$ cat src/rtl/bwt_pkg.sv
package bwt_pkg;
  localparam int ADDR_W   = 32;
  localparam int XADDR_W  = 48;
  localparam int REG_W    = 64;
  localparam int OFF_W    = 5;
  localparam int WID_W    = 4;
  localparam int SEL_W    = 3;
  localparam int N_ENTRY  = (1 << SEL_W) - 1;  // window 0 has no entry
  // register field positions
  localparam int OFF_LSB  = 0;
  localparam int WID_LSB  = 8;
  localparam int IOSP_BIT = 12;

  typedef struct packed {
    logic             iosp;
    logic [WID_W-1:0] widget;
    logic [OFF_W-1:0] offset;
  } entry_t;
endpackage

$ cat src/rtl/bwt_entry_bank.sv
module bwt_entry_bank
  import bwt_pkg::*;
#(
  parameter int N_ENT  = N_ENTRY,
  parameter int IDX_W  = SEL_W,
  parameter int DATA_W = REG_W
) (
  input  logic              clk_i,
  input  logic              rst_ni,
  input  logic              wr_en_i,
  input  logic [IDX_W-1:0]  wr_idx_i,
  input  logic [DATA_W-1:0] wr_data_i,
  input  logic [IDX_W-1:0]  rd_idx_i,
  output logic [DATA_W-1:0] rd_data_o,
  input  logic [IDX_W-1:0]  lk_sel_i,
  output entry_t            lk_entry_o,
  output logic              lk_hit_o
);
  entry_t wr_entry;
  entry_t ent_w [N_ENT];
  logic   unused_rsvd;

  assign wr_entry.iosp   = wr_data_i[IOSP_BIT];
  assign wr_entry.widget = wr_data_i[WID_LSB +: WID_W];
  assign wr_entry.offset = wr_data_i[OFF_LSB +: OFF_W];
  // reserved bits are dropped on write
  assign unused_rsvd = ^{wr_data_i[DATA_W-1:IOSP_BIT+1],
                         wr_data_i[WID_LSB-1:OFF_LSB+OFF_W]};

  for (genvar g = 0; g < N_ENT; g++) begin : g_ent
    entry_t q;
    always_ff @(posedge clk_i or negedge rst_ni) begin
      if (!rst_ni)                                     q <= '0;
      else if (wr_en_i && (wr_idx_i == IDX_W'(g + 1))) q <= wr_entry;
    end
    assign ent_w[g] = q;
  end

  always_comb begin
    rd_data_o = '0;
    for (int k = 0; k < N_ENT; k++) begin
      if (rd_idx_i == IDX_W'(k + 1)) begin
        rd_data_o[OFF_LSB +: OFF_W] = ent_w[k].offset;
        rd_data_o[WID_LSB +: WID_W] = ent_w[k].widget;
        rd_data_o[IOSP_BIT]         = ent_w[k].iosp;
      end
    end
  end

  always_comb begin
    lk_entry_o = '0;
    lk_hit_o   = 1'b0;
    for (int k = 0; k < N_ENT; k++) begin
      if (lk_sel_i == IDX_W'(k + 1)) begin
        lk_entry_o = ent_w[k];
        lk_hit_o   = 1'b1;
      end
    end
  end
endmodule

$ cat src/rtl/bwt_xlate.sv
module bwt_xlate
  import bwt_pkg::*;
#(
  parameter int AW  = ADDR_W,
  parameter int XW  = XADDR_W,
  parameter int SW  = SEL_W
) (
  input  logic             mode_n_i,
  input  logic [AW-1:0]    addr_i,
  output logic [SW-1:0]    sel_o,
  input  entry_t           ent_i,
  input  logic             hit_i,
  output logic [XW-1:0]    xaddr_o,
  output logic [WID_W-1:0] widget_o,
  output logic             miss_o
);
  localparam int PASS_M   = AW - SW;     // pass-through width, mode M
  localparam int PASS_N   = PASS_M - 1;  // one bit less in mode N
  localparam int IOSP_OUT = XW - 1;

  assign sel_o = mode_n_i ? addr_i[AW-2 -: SW] : addr_i[AW-1 -: SW];

  always_comb begin
    xaddr_o  = '0;
    widget_o = '0;
    miss_o   = !hit_i;
    if (hit_i) begin
      widget_o = ent_i.widget;
      if (mode_n_i) begin
        xaddr_o[PASS_N+OFF_W-1:0] = {ent_i.offset, addr_i[PASS_N-1:0]};
        xaddr_o[IOSP_OUT]         = ent_i.iosp;
      end else begin
        xaddr_o[PASS_M+OFF_W-1:0] = {ent_i.offset, addr_i[PASS_M-1:0]};
      end
    end
  end
endmodule

$ cat src/rtl/big_window_xlate.sv
module big_window_xlate
  import bwt_pkg::*;
(
  input  logic               clk_i,
  input  logic               rst_ni,
  input  logic               mode_n_i,
  input  logic               cfg_we_i,
  input  logic [SEL_W-1:0]   cfg_idx_i,
  input  logic [REG_W-1:0]   cfg_wdata_i,
  output logic [REG_W-1:0]   cfg_rdata_o,
  input  logic               req_valid_i,
  input  logic [ADDR_W-1:0]  req_addr_i,
  output logic               rsp_valid_o,
  output logic [XADDR_W-1:0] rsp_addr_o,
  output logic [WID_W-1:0]   rsp_widget_o,
  output logic               rsp_miss_o
);
  logic [SEL_W-1:0]   sel;
  entry_t             ent;
  logic               hit;
  logic [XADDR_W-1:0] xaddr_d;
  logic [WID_W-1:0]   widget_d;
  logic               miss_d;

  bwt_entry_bank #(.N_ENT(N_ENTRY), .IDX_W(SEL_W), .DATA_W(REG_W)) i_bank (
    .clk_i      (clk_i),
    .rst_ni     (rst_ni),
    .wr_en_i    (cfg_we_i),
    .wr_idx_i   (cfg_idx_i),
    .wr_data_i  (cfg_wdata_i),
    .rd_idx_i   (cfg_idx_i),
    .rd_data_o  (cfg_rdata_o),
    .lk_sel_i   (sel),
    .lk_entry_o (ent),
    .lk_hit_o   (hit)
  );

  bwt_xlate #(.AW(ADDR_W), .XW(XADDR_W), .SW(SEL_W)) i_xlate (
    .mode_n_i (mode_n_i),
    .addr_i   (req_addr_i),
    .sel_o    (sel),
    .ent_i    (ent),
    .hit_i    (hit),
    .xaddr_o  (xaddr_d),
    .widget_o (widget_d),
    .miss_o   (miss_d)
  );

  always_ff @(posedge clk_i or negedge rst_ni) begin
    if (!rst_ni) begin
      rsp_valid_o  <= 1'b0;
      rsp_addr_o   <= '0;
      rsp_widget_o <= '0;
      rsp_miss_o   <= 1'b0;
    end else begin
      rsp_valid_o <= req_valid_i;
      if (req_valid_i) begin
        rsp_addr_o   <= xaddr_d;
        rsp_widget_o <= widget_d;
        rsp_miss_o   <= miss_d;
      end
    end
  end
endmodule

$ cat config.mk
export PLATFORM = sky130hd
export DESIGN_NAME = big_window_xlate
export DESIGN_NICKNAME = d
export VERILOG_FILES = /design/src/rtl/bwt_pkg.sv /design/src/rtl/bwt_entry_bank.sv /design/src/rtl/bwt_xlate.sv /design/src/rtl/big_window_xlate.sv
export SDC_FILE = /design/constraint.sdc
export NUM_CORES = 1
export LEC_CHECK = 0
export BUFFER_PORTS_ARGS = -buffer_cell sky130_fd_sc_hd__clkbuf_2
export CAP_MARGIN = 40
export CORE_UTILIZATION = 25
export CTS_BUF_LIST = sky130_fd_sc_hd__clkbuf_8
export DETAILED_ROUTE_END_ITERATION = 12
export PLACE_DENSITY = 0.52
export SYNTH_ARGS = -nofsm -noshare
export SYNTH_HDL_FRONTEND = slang
export SYNTH_HIERARCHICAL = 1
export SYNTH_SLANG_ARGS = --single-unit
$ cat constraint.sdc
create_clock -name clk_i -period 2 [get_ports clk_i]
set_input_delay 0.2 -clock clk_i [delete_from_list [all_inputs] [get_ports clk_i]]
set_output_delay 0.2 -clock clk_i [all_outputs]
set_load 0.05 [all_outputs]
======== After elaboration in Yosys (flattened, before gate mapping) ========
Cells that the tools add are included.
word-level totals
  register bits after elaboration ......... 111
  word-level logic and storage cells ...... 82
  output and inout bits ................... 118
cells by class
  equal/unequal tests ..................... 14
  muxes and demuxes ....................... 35
  reductions and logical operators ........ 8
operators with widths
  cell                                                             count
  10-bit 2-to-1 mux                                                7
  5-bit 2-to-1 mux                                                 14
  34-bit 2-to-1 mux                                                1
  33-bit 2-to-1 mux                                                1
  3-bit == test, second input constant                             8
  3-bit by 2-bit == test with 1-bit output, second input constant  4
  1-bit 2-to-1 mux                                                 10
  1-bit logical AND                                                7
  3-bit by 1-bit == test with 1-bit output, second input constant  2
  4-bit 2-to-1 mux                                                 1
  3-bit 2-to-1 mux                                                 1
  1-bit zero test                                                  1

======== Depth between registers and ports, before layout ========
Gate-level depths: netlist of the first run.
  depth in word-level cells ............... 11
  depth in mapped cells ................... 11

======== Hierarchy ========
Netlist of the first run, hierarchy kept.
modules (own cells, without submodules)
  module            area an instance (um^2)  cells each  times used
  bwt_entry_bank    4296.6                   376         1
  big_window_xlate  2247.2                   113         1
  bwt_xlate         505.5                    66          1

======== Worst setup path before layout of the first run ========
OpenSTA, ideal clock, no wires.
  path kind ............................... input to register
  start point ............................. in mode_n_i
  end point ............................... reg rsp_addr_o[0]
  setup slack ............................. -0.252 ns
  arrival ................................. 2.127 ns
  path buffers ............................ 5
  stages .................................. 9
  path through ............................ buf_6 > mux2_4 > buf_6 > buf_4 > buf_2 > or3_1 > clkbuf_2 > and2_2 > mux2_4
on the way
  cells in the longest elaborated chain, start to end .. 10
  elaborated cells on any way between the ends .. 16
  those cells by class .................... 7 x eq/ne; 9 x mux
RTL lines
  element                                   RTL line                text
  from (decl)                               big_window_xlate.sv:6   input logic mode_n_i,
  3-bit 2-to-1 mux (*)                      bwt_xlate.sv:21         assign sel_o = mode_n_i ? addr_i[AW-2 -: SW] : addr_i[AW-1 -: SW];
  named net sel[1]                          big_window_xlate.sv:18  logic [SEL_W-1:0] sel;
  3-bit by 1-bit == test with 1-bit output  bwt_entry_bank.sv:54    if (lk_sel_i == IDX_W'(k + 1)) begin
  1-bit 2-to-1 mux (6 in a row)             bwt_entry_bank.sv:54
  1-bit 2-to-1 mux (*)                      bwt_entry_bank.sv:54
  named net hit                             big_window_xlate.sv:20  logic hit;
  34-bit 2-to-1 mux (*)                     bwt_xlate.sv:27         if (hit_i) begin
  named net xaddr_d[0]                      big_window_xlate.sv:21  logic [XADDR_W-1:0] xaddr_d;
  to (signal assigned)                      big_window_xlate.sv:58  rsp_addr_o <= xaddr_d;
  to (decl)                                 big_window_xlate.sv:14  output logic [XADDR_W-1:0] rsp_addr_o,
The timed path passes the listed nets; every way through them passes the cells marked *.
A chain may end at the register's enable or synchronous reset.

======== Worst setup path after layout of the first run ========
  start point ............................. reg i_bank.g_ent[0].q (netlist bit i_bank/ent_w[62])
  end point ............................... out cfg_rdata_o[2]
on the way
  cells in the longest elaborated chain, start to end .. 7
RTL lines
  element                        RTL line                text
  from (decl)                    bwt_entry_bank.sv:31    entry_t q;
  from (signal assigned)         bwt_entry_bank.sv:34    else if (wr_en_i && (wr_idx_i == IDX_W'(g + 1))) q <= wr_entry;
  5-bit 2-to-1 mux (7 in a row)  bwt_entry_bank.sv:42    if (rd_idx_i == IDX_W'(k + 1)) begin
  to (decl)                      big_window_xlate.sv:10  output logic [REG_W-1:0] cfg_rdata_o,
Every way passes these cells.

==> flow_summary_export.csv, run 1 <==
group,metric,value,unit
critical_path,cp-end-kind,"output port",
hold_path,min_path_type,"primary input to flip-flop",
synth,most_used_flip_flop_cell_after_synthesis,"dfrtp_1",
synth,netlist_area,7049,um^2
route,detail_route.first_pass.iterations,4,
synth,yosysTopAreaCell,"dfrtp_1",
synth,post_synth_and_or_nand_nor_area_fraction,7.366,%
route,initialDrtViolationCount,242,
clock_tree,clock_tree.buffer_depth,2,
finish,area_delta_synth_final,25.38,%
synth,synth_seq_area_share,44.02,%
synth,synth_area_leaders,"dfrtp_1 (44%), mux2_2 (13%), mux2_4 (11%)",
synth,synth-adder-area-share,0,%
die,die_area,28870,um^2
sta,timing.fmax,484.4,MHz
sta,finClkSkew,0.004855,ns
clock_tree,cts.sinks,124,
sta,report.final.hold_viol_count,0,
route,dr_total_vias,4772,
place,buffer_ports.inserted,113,
outcome,status,"finished, violations left",
critical_path,critical_path_peak_fanout,3,
sta,max_slew_margin,44.56,%
synth,synth_warnings,6,
sta,final.setup.worst_slack,-0.06451,ns
die,placeable_core_area,27780,um^2
sta,final-max-slew-violation-count,0,
sta,timing_worst_slew_pin_value,0.8299,ns
synth,dominant_combinational_cell_family_by_area_after_synthesis,"multiplexers",
finish,num-fill-cells,2845,
die,initial_core_util,25.37,%
clock_tree,tritoncts,"done",
clock_tree,cts_made_buffers,17,
synth,netlist_instances,555,
synth,avg_cell_area_syn,12.70,um^2
place,hpwl,13120,um
outcome,failed_checks,"setup timing",
die,design.portCount,222,
synth,yosys-mux-area-fraction,28.49,%
power_and_ir_drop,power-per-cell-area,994.0,nW/um^2
clock_tree,worstSkewPairLatency,0.44,ns
finish,post_route_cells_drive_above_1_share,54.05,%
power_and_ir_drop,ir_worst_vdd,0.0004643,V
grt,maximum_number_of_pins_on_one_net_before_global_route_repair,42,
synth,synth-xor-area-share,0,%
die,die_height,169.9,um
critical_path,crit_required,1.80,ns
synth,number_of_enable_flip_flop_cells_after_synthesis,0,
route,finalWirelength,18130,um
sta,rsz0062_at_grt,"true",
sta,setup_viol,1,
finish,layout.cells.most_common,"dfrtp_1",
place,preCtsSetupSlack,-0.2227,ns
die,core.rowCount,61,
route,wire_per_inst,16.36,um
route,ant_nets,0,
grt,antenna_found_initial,1,
synth,synth_compound_gate_area_share,8.466,%
power_and_ir_drop,leakage,4.218,nW
finish,nets,820,
synth,netlist-cell-type-count,43,
grt,gr_ovfl_total,0,
critical_path,launching_element_type_of_the_critical_path,"flip-flop",
route,routed_via_density,4.307,
sta,layout_worst_path_cycle_share,103.2,%
grt,globalRouteTotalUtil,12.86,%
route,drc,0,
critical_path,worst-setup-path-type,"flip-flop to output port",
die,die_width,169.9,um
sta,whs,0.1073,ns
synth,synth_async_sr_flop_share,100.0,%
run,max-cap-violations,0,
place,routabilityCongestion,0.7657,
grt,first_global_vias,4615,
clock_tree,cts.htree.levels,4,
critical_path,arrival,1.86,ns
synth,synth_top_area_share,44.02,%
clock_tree,path_clk_slew,0.08,ns
synth,yosys_reg_bits,124,
finish,final_cell_mix,"dfrtp_1 (124), clkbuf_2 (102), mux2_2 (83)",
sta,period_needed,2.065,ns
grt,first_pass_grt_wire_length,27950,um
clock_tree,cts.root.buffer_cell,"clkbuf_8",
==> cell type report <==
cell class	instances	area [um^2]	area share, %
Clock inverter	15	221.5	2.506
Inverter	9	33.78	0.3822
Timing Repair Buffer	178	1303	14.74
Tap cell	378	473.0	5.351
Antenna cell	1	2.502	0.02831
Sequential cell	124	3103	35.11
Multi-Input combinational cell	386	3468	39.24
Clock buffer	17	234.0	2.647
==> logic make-up after synthesis <==
kind of cell,after synthesis
AOI/OAI and AO/OA,78
buffers and inverters,110
other,2
muxes,161
DFF,124
and+or+nand+nor,80
==> synthesized netlist by cell type, types with 6 or more instances <==
cell        n
mux2_2     84
nor2_1     13
o221ai_1    8
o22ai_1     6
a221oi_1    7
inv_1       6
mux2_4     53
and2_2     32
nand2_1    12
mux2i_1    21
a22oi_1    11
a221o_1    10
buf_4      70
buf_2      12
nor2b_1     7
a22o_1      9
a21oi_1    14
dfrtp_1   124
==> worst paths after layout <==
kind                       slack [ns]              from         endpoint  cells past startpoint
setup / recovery                -0.06  i_bank/ent_w[62]   cfg_rdata_o[2]                      4
hold / removal                   0.11     req_addr_i[2]    rsp_addr_o[2]                      3
setup reg to reg                 0.28   i_bank/ent_w[7]  rsp_widget_o[2]                      6
hold reg to reg                  0.51    rsp_addr_o[23]   rsp_addr_o[23]                      1
max in group asynchronous        1.11            rst_ni  i_bank/ent_w[5]                      3
min in group asynchronous        0.27            rst_ni   rsp_addr_o[43]                      2
==> registers in the layout, indices dropped and copies added, names as in the netlist <==
signal and flops:
rsp_widget_o 4, i_bank/ent_w 70, rsp_valid_o 1, rsp_miss_o 1, rsp_addr_o 48
==> layer usage <==
layer / GRT usage [%] / wire length, um / vias up
met5: 0 / 0 / -
met4: 3.055 / 112 / 0
met3: 3.930 / 1174 / 6
met2: 18.37 / 7760 / 173
met1: 18.62 / 9079 / 2387
li1: - / - / 2206
==> repair_timing <==
action | in CTS | in global routing
pin swaps | 7 | 3
endpoints found under the hold margin | 30 | 0
endpoints found under the setup margin | 6 | 6
hold buffers | 1 | 0
resized for setup | 10 | 10
buffers inserted | 9 | 2
==> report_power, final <==
group / internal (mW) / total (mW) / switching, mW
Combinational: 1.22 / 2.89 / 1.67
Sequential: 2.97 / 3.33 / 0.353
Clock: 1.48 / 2.57 / 1.09
==> worst max-delay path, cell delays in order, from the launching register on <==
cell and delay, ns:
dfrtp_1 0.40, mux2_2 0.26, a221o_1 0.29, a22o_1 0.30, buf_8 0.17
==> through the flow <==
step	utilization (%)	cell area (um^2)	total power, mW	TNS (ns)	instances
after global placement	29.59	8220	6.128	-2.410	1064
after detailed placement	29.59	8220	6.151	-2.642	1064
after floorplan	-	7407	5.444	-3.016	620
after global routing	31.81	8836	9.223	-0.2953	1107
final	31.81	8838	8.786	-0.06451	1108
after CTS	31.67	8798	8.849	-0.1708	1105
No activity file was read; power rests on OpenSTA's default activity.
==> inputs of run 2 (changes only) <==
--- a/config.mk
+++ b/config.mk
@@ -5,8 +5,7 @@
 export SDC_FILE = /design/constraint.sdc
 export NUM_CORES = 1
 export LEC_CHECK = 0
-export BUFFER_PORTS_ARGS = -buffer_cell sky130_fd_sc_hd__clkbuf_2
-export CAP_MARGIN = 40
+export BUFFER_PORTS_ARGS = -buffer_cell sky130_fd_sc_hd__buf_2
 export CORE_UTILIZATION = 25
 export CTS_BUF_LIST = sky130_fd_sc_hd__clkbuf_8
 export DETAILED_ROUTE_END_ITERATION = 12
==> run 2 against run 1 <==
Net effect: the run still ends with setup timing left; clock power is essentially flat; critical path type unchanged; wire length shrank 0.38%; largest power group unchanged; utilization shrank 0.58 points; first-iteration DRC count grew 13%; hold slack lost 0.023 ns; cell area shrank 1.8%; critical path depth is the same.
==> flow_summary_export.csv, run 2 (synthesized netlist as in run 1, its figures left out) <==
group,metric,value,unit
route,detail_route.first_pass.iterations,5,
finish,nets,811,
critical_path,critical_path_peak_fanout,3,
grt,globalRouteTotalUtil,12.81,%
clock_tree,worstSkewPairLatency,0.45,ns
clock_tree,cts.htree.levels,4,
sta,max_slew_margin,51.87,%
sta,timing.fmax,484.3,MHz
hold_path,min_path_type,"primary input to flip-flop",
finish,fin_area,8678,um^2
grt,antenna_found_initial,3,
route,ant_nets,0,
grt,maximum_number_of_pins_on_one_net_before_global_route_repair,125,
finish,final_cell_count_no_fill,1100,
place,placedInstanceArea,8098,um^2
finish,final_cell_mix,"dfrtp_1 (124), buf_2 (104), mux2_2 (82)",
grt,gr_ovfl_total,0,
power_and_ir_drop,ir_worst_vdd,0.0004086,V
place,hpwl,12870,um
sta,final.setup.worst_slack,-0.06472,ns
place,routabilityCongestion,0.7776,
route,drc,0,
grt,first_pass_grt_wire_length,27700,um
route,routed_via_density,4.322,
sta,finClkSkew,0.009807,ns
outcome,failed_checks,"setup timing",
clock_tree,path_clk_slew,0.08,ns
place,buffer_ports.inserted,113,
critical_path,setup.reg_to_reg.worst_slack,0.22,ns
sta,period_needed,2.065,ns
run,max-cap-violations,0,
finish,largest_register_ffs,70,
finish,num-fill-cells,2850,
finish,layout.cells.most_common,"dfrtp_1",
die,die_height,169.9,um
route,dr_total_vias,4754,
route,initialDrtViolationCount,274,
die,die_width,169.9,um
power_and_ir_drop,power-per-cell-area,996.8,nW/um^2
finish,area_delta_synth_final,23.11,%
critical_path,crit_required,1.80,ns
clock_tree,cts_made_buffers,17,
sta,rsz0062_at_grt,"true",
critical_path,arrival,1.86,ns
clock_tree,cts.root.buffer_cell,"clkbuf_8",
sta,report.final.hold_viol_count,0,
power_and_ir_drop,leakage,4.132,nW
power_and_ir_drop,power,8.651,mW
place,post-place-cells,1059,
die,design.portCount,222,
clock_tree,cts.sinks,124,
sta,layout_worst_path_cycle_share,103.2,%
critical_path,launching_element_type_of_the_critical_path,"flip-flop",
sta,final-max-slew-violation-count,0,
outcome,status,"finished, violations left",
die,core.rowCount,61,
route,wire_per_inst,16.42,um
die,initial_core_util,25.37,%
sta,whs,0.08479,ns
critical_path,cp-end-kind,"output port",
sta,setup_viol,1,
clock_tree,clock_tree.buffer_depth,2,
sta,timing_worst_slew_pin_value,0.7204,ns
critical_path,worst-setup-path-type,"flip-flop to output port",
clock_tree,tritoncts,"done",
grt,first_global_vias,4645,
route,finalWirelength,18060,um
finish,post_route_cells_drive_above_1_share,53.61,%
die,placeable_core_area,27780,um^2
finish,utilization,31.24,%
die,die_area,28870,um^2
## run 2: changes by cell type in the layout (fill, tap and decap cells not counted), sizes merged
cell,delta
clkbuf,-100
buf,+94
inv,-2
bufinv,-1
diode,+1
## run 2: cell type report
type | instances | area [um^2] | area share, %
multi-input combinational | 386 | 3472 | 40.01
inverter | 9 | 33.78 | 0.3893
timing repair buffer | 169 | 1130 | 13.02
clock buffer | 20 | 275.3 | 3.172
clock inverter | 12 | 186.4 | 2.148
tap | 378 | 473.0 | 5.450
antenna | 2 | 5.005 | 0.05767
sequential | 124 | 3103 | 35.76
## run 2: worst paths after layout
check / startpoint / endpoint / cells after the start
worst max-delay path: i_bank/ent_w[42] / cfg_rdata_o[2] / 4
worst min-delay path: cfg_wdata_i[9] / i_bank/ent_w[16] / 2
worst max register to register: i_bank/ent_w[9] / rsp_addr_o[47] / 6
worst min register to register: rsp_widget_o[3] / rsp_widget_o[3] / 1
max in group asynchronous: rst_ni / i_bank/ent_w[55] / 3
min in group asynchronous: rst_ni / rsp_addr_o[43] / 3
## run 2: per-stage QoR
| step | setup slack, ns | setup TNS, ns |
|---|---|---|
| floorplan | -0.09754 | -3.016 |
| global placement | -0.1774 | -2.832 |
| detailed placement | -0.1856 | -2.969 |
| CTS | -0.1012 | -0.1540 |
| global route | -0.1589 | -0.3082 |
| finish | -0.06472 | -0.06472 |
## run 2: power breakdown
group | switching (mW) | total [mW] | internal [mW]
Sequential | 0.334 | 3.31 | 2.97
Clock | 1.09 | 2.56 | 1.47
Combinational | 1.65 | 2.78 | 1.13
Total | 3.07 | 8.65 | 5.58
## run 2: timing repair
| action | 4_1_cts | 5_1_grt |
|---|---|---|
| setup endpoints to repair | 5 | 6 |
| setup buffers | 5 | 1 |
| pin swaps | 5 | 2 |
| hold buffers | 1 | 0 |
| gates resized for setup | 10 | 9 |
| hold endpoints to repair | 124 | 0 |
## run 2: worst max-delay path, cell delays in order, from the launching register on
cell,delay [ns]
dfrtp_1,0.41
mux2_2,0.28
a221o_1,0.29
a22o_1,0.26
buf_6,0.17
## run 2: per-layer routing
layer | routed length (um) | global-route usage, % | vias to the layer above
met3 | 1279 | 4.023 | 17
li1 | - | - | 2184
met1 | 8634 | 17.53 | 2355
met4 | 184 | 3.682 | 4
met2 | 7938 | 19.19 | 194
met5 | 22 | 0 | -
